<file path="src/rtl/secret_store_pkg.sv">
package secret_store_pkg;

    localparam int unsigned WORD_W = 32;

    // Size code 2 is the only legal access size (4 bytes).
    localparam logic [1:0] SIZE_WORD = 2'd2;

    typedef enum logic [1:0] {
        REG_NONE   = 2'd0,
        REG_IDENT  = 2'd1,
        REG_SECRET = 2'd2
    } region_e;

    typedef struct packed {
        region_e    region;
        logic       shape_ok;
        logic [1:0] id_sel;
    } decode_t;

    function automatic logic access_shape_ok(input logic [1:0] size, input logic [1:0] lo);
        return (size == SIZE_WORD) && (lo == 2'b00);
    endfunction

endpackage

</file>
<file path="src/rtl/ss_decode.sv">
module ss_decode
    import secret_store_pkg::*;
#(
    parameter int unsigned ADDR_W       = 8,
    parameter int unsigned SECRET_WORDS = 8,
    parameter logic [ADDR_W-1:0] SECRET_BASE = 'h40,
    localparam int unsigned IDX_W = (SECRET_WORDS > 1) ? $clog2(SECRET_WORDS) : 1
) (
    input  logic [ADDR_W-1:0] addr,
    input  logic [1:0]        size,
    output decode_t           dec,
    output logic [IDX_W-1:0]  idx
);
    localparam logic [ADDR_W:0] SPAN = (ADDR_W+1)'(SECRET_WORDS * 4);

    logic [ADDR_W-1:0] rel;
    logic              in_secret;

    always_comb begin
        rel       = addr - SECRET_BASE;
        in_secret = (addr >= SECRET_BASE) && ({1'b0, rel} < SPAN);
        idx       = rel[IDX_W+1:2];

        dec.shape_ok = access_shape_ok(size, addr[1:0]);
        dec.id_sel   = 2'd0;
        dec.region   = REG_NONE;
        if (in_secret) begin
            dec.region = REG_SECRET;
        end else if (addr[ADDR_W-1:4] == '0 && addr[3:2] != 2'b11) begin
            dec.region = REG_IDENT;
            dec.id_sel = addr[3:2];
        end
    end

endmodule

</file>
<file path="src/rtl/ss_guard.sv">
module ss_guard #(
    parameter int unsigned SECRET_WORDS = 8,
    localparam int unsigned IDX_W = (SECRET_WORDS > 1) ? $clog2(SECRET_WORDS) : 1
) (
    input  logic             clk,
    input  logic             rst,
    input  logic             rd_secret,
    input  logic [IDX_W-1:0] idx,
    input  logic             app_mode,
    output logic             grant
);
    logic [SECRET_WORDS-1:0] blocked;
    logic [SECRET_WORDS-1:0] set_vec;

    assign grant = rd_secret && !app_mode && !blocked[idx];

    for (genvar w = 0; w < SECRET_WORDS; w++) begin : g_flag
        assign set_vec[w] = grant && (idx == IDX_W'(w));
        always_ff @(posedge clk) begin
            if (rst) blocked[w] <= 1'b0;
            else     blocked[w] <= blocked[w] | set_vec[w];
        end
    end

    AST_FLAGS_STICKY: assert property (@(posedge clk) disable iff (rst)
        (($past(blocked) & ~blocked) == '0));
    AST_APP_NO_CONSUME: assert property (@(posedge clk) disable iff (rst)
        app_mode |=> $stable(blocked));
    AST_ONE_WORD_PER_READ: assert property (@(posedge clk) disable iff (rst)
        $countones(blocked ^ $past(blocked)) <= 1);
    AST_BLOCKED_REFUSED: assert property (@(posedge clk) disable iff (rst)
        (rd_secret && blocked[idx]) |-> !grant);

endmodule

</file>
<file path="src/rtl/ss_resp.sv">
module ss_resp
    import secret_store_pkg::*;
(
    input  logic              clk,
    input  logic              rst,
    input  logic              req,
    input  logic              accept,
    input  logic [WORD_W-1:0] data,
    output logic [WORD_W-1:0] rdata,
    output logic              err
);
    always_ff @(posedge clk) begin
        if (rst) begin
            rdata <= '0;
            err   <= 1'b0;
        end else begin
            rdata <= (req && accept) ? data : '0;
            err   <= req && !accept;
        end
    end

endmodule

</file>
<file path="src/rtl/secret_store.sv">
module secret_store
    import secret_store_pkg::*;
#(
    parameter int unsigned ADDR_W       = 8,
    parameter int unsigned SECRET_WORDS = 8,
    parameter logic [ADDR_W-1:0] SECRET_BASE = 'h40,
    parameter logic [SECRET_WORDS*32-1:0] SECRET_VALUE =
        256'hf7f7f7f7_e6e6e6e6_d5d5d5d5_c4c4c4c4_b3b3b3b3_a2a2a2a2_91919191_80808080,
    parameter logic [31:0] ID_NAME0   = 32'h7365_6372,
    parameter logic [31:0] ID_NAME1   = 32'h7374_6f72,
    parameter logic [31:0] ID_VERSION = 32'h0000_0001
) (
    input  logic              clk,
    input  logic              rst,
    input  logic              app_mode,
    input  logic              bus_req,
    input  logic              bus_we,
    input  logic [ADDR_W-1:0] bus_addr,
    input  logic [1:0]        bus_size,
    input  logic [31:0]       bus_wdata,
    output logic [31:0]       bus_rdata,
    output logic              bus_err
);
    localparam int unsigned IDX_W = (SECRET_WORDS > 1) ? $clog2(SECRET_WORDS) : 1;

    decode_t           dec;
    logic [IDX_W-1:0]  idx;
    logic              rd_secret;
    logic              grant;
    logic              accept;
    logic [WORD_W-1:0] data;
    logic              wdata_unused;

    assign wdata_unused = ^bus_wdata;

    ss_decode #(
        .ADDR_W(ADDR_W), .SECRET_WORDS(SECRET_WORDS), .SECRET_BASE(SECRET_BASE)
    ) u_decode (
        .addr(bus_addr), .size(bus_size), .dec(dec), .idx(idx)
    );

    assign rd_secret = bus_req && !bus_we && dec.shape_ok && (dec.region == REG_SECRET);

    ss_guard #(.SECRET_WORDS(SECRET_WORDS)) u_guard (
        .clk(clk), .rst(rst), .rd_secret(rd_secret), .idx(idx),
        .app_mode(app_mode), .grant(grant)
    );

    always_comb begin
        accept = 1'b0;
        data   = '0;
        if (!bus_we && dec.shape_ok) begin
            unique case (dec.region)
                REG_IDENT: begin
                    accept = 1'b1;
                    case (dec.id_sel)
                        2'd0:    data = ID_NAME0;
                        2'd1:    data = ID_NAME1;
                        default: data = ID_VERSION;
                    endcase
                end
                REG_SECRET: begin
                    accept = grant;
                    data   = SECRET_VALUE[idx*32 +: 32];
                end
                default: accept = 1'b0;
            endcase
        end
    end

    ss_resp u_resp (
        .clk(clk), .rst(rst), .req(bus_req), .accept(accept), .data(data),
        .rdata(bus_rdata), .err(bus_err)
    );

    AST_REFUSED_ZERO: assert property (@(posedge clk) disable iff (rst)
        bus_err |-> (bus_rdata == '0));
    AST_NO_RESP_IDLE: assert property (@(posedge clk) disable iff (rst)
        !$past(bus_req) |-> (!bus_err && bus_rdata == '0));
    AST_WRITE_REFUSED: assert property (@(posedge clk) disable iff (rst)
        (bus_req && bus_we) |=> bus_err);
    AST_SHAPE_REFUSED: assert property (@(posedge clk) disable iff (rst)
        (bus_req && (bus_size != SIZE_WORD || bus_addr[1:0] != 2'b00)) |=> bus_err);
    AST_APP_REFUSED: assert property (@(posedge clk) disable iff (rst)
        (bus_req && app_mode && dec.region == REG_SECRET) |=> bus_err);

endmodule

</file>
<file path="config.mk">
export PLATFORM = sky130hd
export DESIGN_NAME = secret_store
export DESIGN_NICKNAME = d
export VERILOG_FILES = /design/src/rtl/secret_store_pkg.sv /design/src/rtl/ss_decode.sv /design/src/rtl/ss_guard.sv /design/src/rtl/ss_resp.sv /design/src/rtl/secret_store.sv
export SDC_FILE = /design/constraint.sdc
export NUM_CORES = 1
export LEC_CHECK = 0
export ABC_AREA = 1
export BUFFER_PORTS_ARGS = -buffer_cell sky130_fd_sc_hd__buf_2
export CAP_MARGIN = 10
export CORE_MARGIN = 4
export CORE_UTILIZATION = 38
export DETAILED_ROUTE_END_ITERATION = 8
export PLACE_DENSITY_LB_ADDON = 0.3
export SETUP_SLACK_MARGIN = 0.02
export SYNTH_ARGS = -nofsm -noshare
export SYNTH_HDL_FRONTEND = slang
export SYNTH_SLANG_ARGS = --single-unit
</file>
<file path="constraint.sdc">
create_clock -name clk -period 1.7 [get_ports clk]
set_clock_uncertainty 0.1 [all_clocks]
set_input_delay 0.34 -clock clk [delete_from_list [all_inputs] [get_ports clk]]
set_output_delay 0.34 -clock clk [all_outputs]
set_load 0.02 [all_outputs]
</file>
### Word-level counts from Yosys, hierarchy flattened

Cells that the tools add are included.
Widths: inputs -> output; s select.

* add/sub/neg operators: 1
* multiply operators: 0
* div/mod/pow operators: 0
* $lt $le $gt $ge: 3
* eq/ne operators: 12
* shift-type cells: 1
* mux-type cells: 10
* bitwise gates (word level): 10
* reductions and logical operators: 28

Operators with widths (count)
* $shiftx 256x9->32 const A: 1
* $pmux 32 s2: 1
* $pmux 31 s2: 1
* $logic_and 1x1->1: 19
* $eq 3x3->1 const B: 4
* $ge 8x7->1 const B: 1
* $lt 8x6->1 const B: 1
* $or 1x1->1: 8
* $sub 8x7->8 const B: 1
* $eq 3x2->1 const B: 2
* $mux 2: 3
* $eq 2x1->1 const B: 2
* $eq 2x2->1 const B: 2
* $logic_not 1->1: 4
* $logic_not 2->1: 2
* $logic_not 4->1: 1
* $lt 3x4->1 const B: 1
* $bmux 1 s3: 1
* $eq 3x1->1 const B: 1
* $logic_not 3->1: 1
* $mux 1: 3
* $reduce_or 3->1: 1
* $ne 2x2->1 const B: 1
* $not 1->1: 2
* $pmux 1 s2: 1

* bits in registers: 41
* bits in latches: 0
* memory bits (writable): 0
* memory bits (read-only): 0
* input bits: 47
* output and inout port bits: 33
* memories kept: 0

### Logic depth before layout (Yosys ltp)

Gate-level depths: netlist of run 1.

* word-level depth: 13
* depth in mapped cells: 11

### By module

Synthesis of run 1 repeated with hierarchy kept, for this count alone.

* cells, all modules: 218
* area, all modules: 1737.9 µm²

By module, submodules not included
* ss_resp: instances 1, cells an instance 104, area each 1031.0 µm²
* ss_guard: instances 1, cells an instance 62, area each 422.9 µm²
* secret_store: instances 1, cells an instance 35, area each 188.9 µm²
* ss_decode: instances 1, cells an instance 17, area each 95.1 µm²

### Worst setup path before layout of run 1

Ideal clock, no wire load.

* path kind: input port to flip-flop
* start point: in bus_addr[5]
* end point: reg u_resp.rdata[20]
* library setup time: 62 ps
* data arrival time: 1445 ps
* required time: 1538 ps
* path slack: 93 ps
* stages on the path: 8
* path through: nand3b_1 > nor2_1 > nand2_1 > a21oi_4 > nand2_2 > a21oi_4 > nand4_1 > nand2_1

* longest elaborated chain between the ends: 13
* elaborated cells between the ends (all ways): 24
* classes of those cells: 1 x add/sub; 2 x order compare; 3 x eq/ne; 8 x mux; 1 x bitwise; 9 x reduce/logical

Ends and longest elaborated chain
* start, declared: RTL line secret_store.sv:18 `input logic [ADDR_W-1:0] bus_addr,`
* $sub 8x7->8 or $logic_not 4->1 (tied branches): RTL line ss_decode.sv:20, ss_decode.sv:29
* $lt 8x6->1 or $logic_and 1x1->1 (tied branches): RTL line ss_decode.sv:21, ss_decode.sv:29
* $logic_and 1x1->1 or $mux 1 (tied branches): RTL line ss_decode.sv:21, ss_decode.sv:29
* $mux 2: RTL line ss_decode.sv:27 `if (in_secret) begin`
* $eq 2x2->1: RTL line secret_store.sv:42, secret_store.sv:53
* $logic_and 1x1->1: RTL line secret_store.sv:42 `assign rd_secret = bus_req && !bus_we && dec.shape_ok && (dec.region == REG_SECRET);`
* $logic_and 1x1->1 (2 in series): RTL line ss_guard.sv:15 `assign grant = rd_secret && !app_mode && !blocked[idx];`
* $pmux 1 s2: RTL line secret_store.sv:53 `unique case (dec.region)`
* $mux 1: RTL line secret_store.sv:52 `if (!bus_we && dec.shape_ok) begin`
* $logic_and 1x1->1: RTL line ss_resp.sv:17 `rdata <= (req && accept) ? data : '0;`
* $not 1->1 (no source line)
* $reduce_or 3->1 (no source line)
* end signal, assigned: RTL line ss_resp.sv:17
* end, declared: RTL line ss_resp.sv:9 `output logic [WORD_W-1:0] rdata,`

Several ways; a longest one is shown, not always the timed one.
A chain may end at the register's enable or synchronous reset.

### Worst setup path after layout of run 1

* start point: reg u_guard.blocked[6]
* end point: reg u_resp.err

* longest elaborated chain between the ends: 8

Ends and longest elaborated chain
* start, declared: RTL line ss_guard.sv:12 `logic [SECRET_WORDS-1:0] blocked;`
* start signal, assigned by index: RTL line ss_guard.sv:21 `else blocked[w] <= blocked[w] | set_vec[w];`
* $bmux 1 s3: RTL line ss_guard.sv:15
* $mux 1 (implied by the code): RTL line ss_guard.sv:15
* $logic_not 1->1: RTL line ss_guard.sv:15
* $logic_and 1x1->1: RTL line ss_guard.sv:15
* $pmux 1 s2: RTL line secret_store.sv:53
* $mux 1: RTL line secret_store.sv:52
* $logic_not 1->1: RTL line ss_resp.sv:18 `err <= req && !accept;`
* $logic_and 1x1->1: RTL line ss_resp.sv:18
* end signal, assigned: RTL line ss_resp.sv:18
* end, declared: RTL line ss_resp.sv:10 `output logic err`

Every way passes these cells. The select of a mux whose other input is x is not followed.

==> metrics, run 1 <==
Pwr Density 642 nW/um^2; fin worst setup slack 0.182 ns; Final Power 0.000810 W; Ys Warns 0; DR vias 947; Max stage delay on crit path 0.33 ns; syn_area_per_cell 7.63 um^2; DP HPWL 1.63 mm; CTS max path bufs 2; DR WL/cell 9.84 um; fmax 0.659 GHz; Post-synth EDFFs 0; r2r endpoint u_resp.err$_SDFF_PP0_; CTS Buf Count 3; post-synthesis sequential area ratio 40.2%; final hold vios 0; Die W 60.4 um; first-pass GRT wire length 3.21 mm; drt pass-1 iters 4; Synth Flop Type dfxtp_1; most instantiated library cell after synthesis nand2_1; combinational power share 9.8%; Psw 0.000200 W; metal3 WL 225 um; internal power 0.000610 W; pin count of the biggest net entering global routing 13; CP max FO 7; Routed WL 2.03 mm; complex-gate fraction of the synthesized area 9.58%; share of power burned in registers 60.9%; Setup TNS 0 ns; critical path depth in cells 10; Setup-failing EPs final 0; fin util 49.6%; vias per cell 4.60; WL met2 978 um; Leakage 0.753 nW; Critical-path top delay cell dfxtp_1; CTS tree done; layout cells sized above 1 40.3%; Skew-Pair Late Insertion Delay 0.31 ns; most instantiated cells after synthesis nand2_1 (30), dfxtp_1 (21), buf_4 (20); Worst Hold Class primary input to flip-flop; Final Instance Count excl. Fillers 206; VDD IR max 0.000696 V; CP Capture Point u_resp.err$_SDFF_PP0_; beginning of the worst hold path bus_req; crit-path leading delay family compound AO/OA/AOI/OAI gates; Max Cap Violations 0; status finished clean; post-synthesis adder-cell area fraction 0%; Clk pwr share 29.3%; antenna violations before repair 0; synthesized cell area 1040 um^2; Data arrival, critical path 1.61 ns; largest family of logic cells by synthesized area simple AND/OR/NAND/NOR gates; post-synth top area cell dfxtp_1; reg2reg start u_guard.blocked[6]$_SDFF_PP0_; DIE HEIGHT 60.4 um; DRC viols 0; CP Buf/Inv Count 2; num rows 18; DR iter-0 viols 8; GR Util All Layers 11.5%; Synth Area in Simple Gates 26.5%; Net Sw Frac 24.7%; nets 224; CP Cell Sequence nand2_1, nand2_1, nand2_1, nand2_1, a21oi_4, nand2_2, a21oi_4, buf_4, buf_4, nor3_1; htree depth 1; area of the multi-input gates 392 um^2; DIE AREA 3650 um^2; I/O Buffers 44; CTS Hold Bufs 0; area delta synth->final 20.7%; DRT met1 WL 806 um; ANT nets after route 0; WP data required 1.80 ns; most frequent CP cell nand2_1; Initial Utilization 41.1%; Critical Path Start u_guard.blocked[6]$_SDFF_PP0_; core area 2540 um^2; vias in the first global route 808; Placement Setup Slack -0.0403 ns; FF+latch area 420 um^2; RePlAce Congestion 0.785; Syn Inst Count 137; Netlist cell types 23; Top Metal Used met4; clock sink count 21; fin crit period 1.52 ns; top-area cell type share of the netlist area 40.2%; xor-xnor portion of the synthesized cell area 0%; critical path class flip-flop to flip-flop; Tcrit/Tclk final 89.3%; R2R setup slack 0.18 ns; Ant. Diodes 0; Worst Setup End Kind flip-flop; Ports 80; Cells after DPL 201; register bit total from synthesis 21; Max Slew Vio Count 0; post-synthesis mux area share 0%; Clock Root Buffer clkbuf_4; RSZ-0062 raised after global routing false; asr flop ratio synth 0%; Overflow after GRT 0; fillers 266; Worst-path clk slew 0.12 ns; startpoint types flip-flop; R2R depth 10; top cells by area, synth dfxtp_1 (40%), buf_4 (14%), nand2_1 (11%), inv_1 (5.4%), nor2_1 (5.4%)
-- sequential cells by signal (all words and copies together) (netlist names) --
register	count
u_resp.rdata	12
u_guard.blocked	8
u_resp.err	1
-- placed cells by master, fill, tap and decap left out, types with 2 or more instances in the layout --
| master | instances |
|---|---|
| nand4_1 | 4 |
| clkbuf_4 | 3 |
| a31oi_1 | 4 |
| a21oi_4 | 2 |
| nor2_1 | 15 |
| buf_2 | 44 |
| conb_1 | 3 |
| buf_4 | 12 |
| a21oi_1 | 4 |
| inv_1 | 15 |
| nand3_1 | 6 |
| dfxtp_1 | 21 |
| nand2_1 | 30 |
| inv_2 | 3 |
-- power groups by stage --
stage,combinational (W),sequential (W),clock (W)
final,0.0000796,0.000493,0.000237
after global routing,0.0000881,0.000494,0.000273
after CTS,0.0000792,0.000493,0.000246
after detailed placement,0.0000782,0.000505,0
after global placement,0.0000764,0.000505,0
after floorplan,0.0000488,0.000506,0
-- per-layer routing --
metal  vias up  GRT usage [%]
met5         -              0
met4         0           3.41
met3         4           3.83
met2        40           20.4
met1       417           13.2
li1        486              -
-- how the worst min path moves through the flow --
stage	cells after the start	to	slack, ns
floorplan	2	u_guard.blocked[4]$_SDFF_PP0_	0.33
global placement	2	u_guard.blocked[5]$_SDFF_PP0_	0.34
detailed placement	2	u_guard.blocked[4]$_SDFF_PP0_	0.35
CTS	3	u_resp.err$_SDFF_PP0_	0.21
global route	3	u_resp.err$_SDFF_PP0_	0.20
finish	3	u_resp.err$_SDFF_PP0_	0.22
-- layout make-up --
type                            count  share of cell area [%]
Tap cell                           30                    2.98
Clock inverter                      1                   0.397
Sequential cell                    21                    33.3
Clock buffer                        3                    1.79
Inverter                           19                    5.85
Timing Repair Buffer               56                    24.6
Multi-Input combinational cell     76                    31.1
-- worst reg2reg max path: cells and delay by family, from the launching register on --
kind | cells | cell delay [ns]
DFF | 1 | 0.33
AOI/OAI and AO/OA | 2 | 0.37
and+or+nand+nor | 6 | 0.36
buffers and inverters | 2 | 0.24
-- logic make-up after synthesis --
kind of cell    after synthesis
simple gates                 60
buf+inv                      42
flops                        21
compound gates               13
other cells                   1
-- metrics by stage --
stage | area, um^2 | hold WS [ns]
final | 1260 | 0.220
after global routing | 1260 | 0.200
after CTS | 1250 | 0.213
after detailed placement | 1220 | 0.346
after global placement | 1220 | 0.340
after floorplan | 1050 | 0.330
-- timing repair --
item / CTS / global route
gates resized for setup: 0 / 1
setup endpoints to repair: 0 / 1
setup buffers: 0 / 1
(Power assumes the default switching activity.)
==> inputs of run 2 (changes only) <==
Settings changed: CELL_PAD_IN_SITES_DETAIL_PLACEMENT set to 1, CELL_PAD_IN_SITES_GLOBAL_PLACEMENT set to 1, CORE_MARGIN 4 to 1.5, CORE_UTILIZATION 38 to 27.
Clock period 1.7 ns to 1.97 ns, I/O delays scaled along.
==> metrics, run 2 (synthesized netlist as in run 1, its figures left out) <==
R2R setup slack 0.46 ns; DIE HEIGHT 65.2 um; RePlAce Congestion 0.719; Leakage 0.726 nW; fmax 0.611 GHz; Skew-Pair Late Insertion Delay 0.26 ns; metal3 WL 175 um; Die W 65.2 um; DR iter-0 viols 10; GR Util All Layers 11.3%; Pwr Density 612 nW/um^2; most frequent cells in the layout buf_2 (44), nand2_1 (30), dfxtp_1 (21); Overflow after GRT 0; I/O Buffers 44; DRT met1 WL 889 um; dpl cell area 1200 um^2; Tcrit/Tclk final 83.0%; fin crit period 1.64 ns; DR vias 935; antenna violations before repair 0; ANT nets after route 0; Placement Setup Slack 0.0442 ns; Setup-failing EPs final 0; DIE AREA 4250 um^2; Top reg by flops u_resp.rdata; num rows 22; vias per cell 4.31; registers with the most flip-flops u_resp.rdata (12), u_guard.blocked (8), u_resp.err (1); Post-CTS Resized 0; Critical-path top delay cell buf_2; DP HPWL 1.90 mm; final hold vios 0; vias in the first global route 886; Setup TNS 0 ns; status finished clean; layout cells sized above 1 37.3%; DRC viols 0; core area 3690 um^2; most frequent CP cell nand2_1; CTS Hold Bufs 0; pin count of the biggest net entering global routing 13; critical path class primary input to flip-flop; Max Cap Violations 0; max reg flops 12; Max stage delay on crit path 0.22 ns; Top Metal Used met3; area delta synth->final 19.3%; htree depth 1; CTS max path bufs 2; CTS Buf Count 3; Initial Utilization 28.3%; Finished Cell Area 1250 um^2; Ports 80; RSZ-0062 raised after global routing false; WL met2 1.22 mm; Routed WL 2.28 mm; VDD IR max 0.000406 V; DR WL/cell 10.5 um; CP Cell Sequence buf_2, inv_4, nand2_1, nand2_1, nand2_1, nand2_1, a21oi_1, nand2_2, a21oi_4, nand4_1, nand2_1; Clock Root Buffer clkbuf_8; startpoint types primary input; CP max FO 10; nets 217; drt pass-1 iters 2; Max Slew Vio Count 0; Ant. Diodes 0; most common cell after layout, fill and taps aside buf_2; fin worst setup slack 0.334 ns; clock sink count 21; WP data required 2.07 ns; Worst-path clk slew 0.07 ns; CTS tree done; Setup Buffers After CTS 0; Worst Setup End Kind flip-flop; Worst Hold Class primary input to flip-flop; first-pass GRT wire length 3.84 mm; Data arrival, critical path 1.73 ns
[run 2: layout make-up]
class / count / area (um^2)
Clock buffer: 3 / 41.3
Clock inverter: 1 / 5.00
Fill cell: 481 / 2440
Inverter: 19 / 73.8
Multi-Input combinational cell: 76 / 388
Sequential cell: 21 / 420
Tap cell: 48 / 60.1
Timing Repair Buffer: 49 / 258
[run 2: worst max-delay path, delay by kind of cell]
kind	cells	cell delay [ns]
AND/OR/NAND/NOR	7	0.65
AO/OA/AOI/OAI	2	0.37
buffers and inverters	2	0.30
[run 2: path summary, 6_finish.rpt]
check / cells past startpoint / start / end
worst max-delay path: 11 / bus_addr[2] / u_resp.rdata[10]$_SDFF_PP0_
worst min-delay path: 3 / bus_req / u_resp.err$_SDFF_PP0_
worst max register to register: 9 / u_guard.blocked[1]$_SDFF_PP0_ / u_resp.rdata[10]$_SDFF_PP0_
worst min register to register: 2 / u_guard.blocked[6]$_SDFF_PP0_ / u_guard.blocked[6]$_SDFF_PP0_
[run 2: where the power goes]
group	switching [W]	internal, W
Clock	0.000131	0.000141
Sequential	0.000000270	0.000425
Combinational	0.0000441	0.0000207
[run 2: per-stage QoR]
stage / util (%) / cells / hold WS [ns] / power, W
6_report: 33.8 / 217 / 0.337 / 0.000762
5_1_grt: 33.8 / 217 / 0.348 / 0.000803
4_1_cts: 33.8 / 217 / 0.324 / 0.000780
3_5_place_dp: 32.5 / 213 / 0.345 / 0.000501
3_3_place_gp: 32.5 / 213 / 0.340 / 0.000498
2_1_floorplan: - / 139 / 0.330 / 0.000479
[run 2: per-layer routing]
metal  track usage, %  vias up
li1                 -      469
met1             12.1      430
met2             22.3       36
met3             3.08        0
met4             1.56        0
met5                0        -
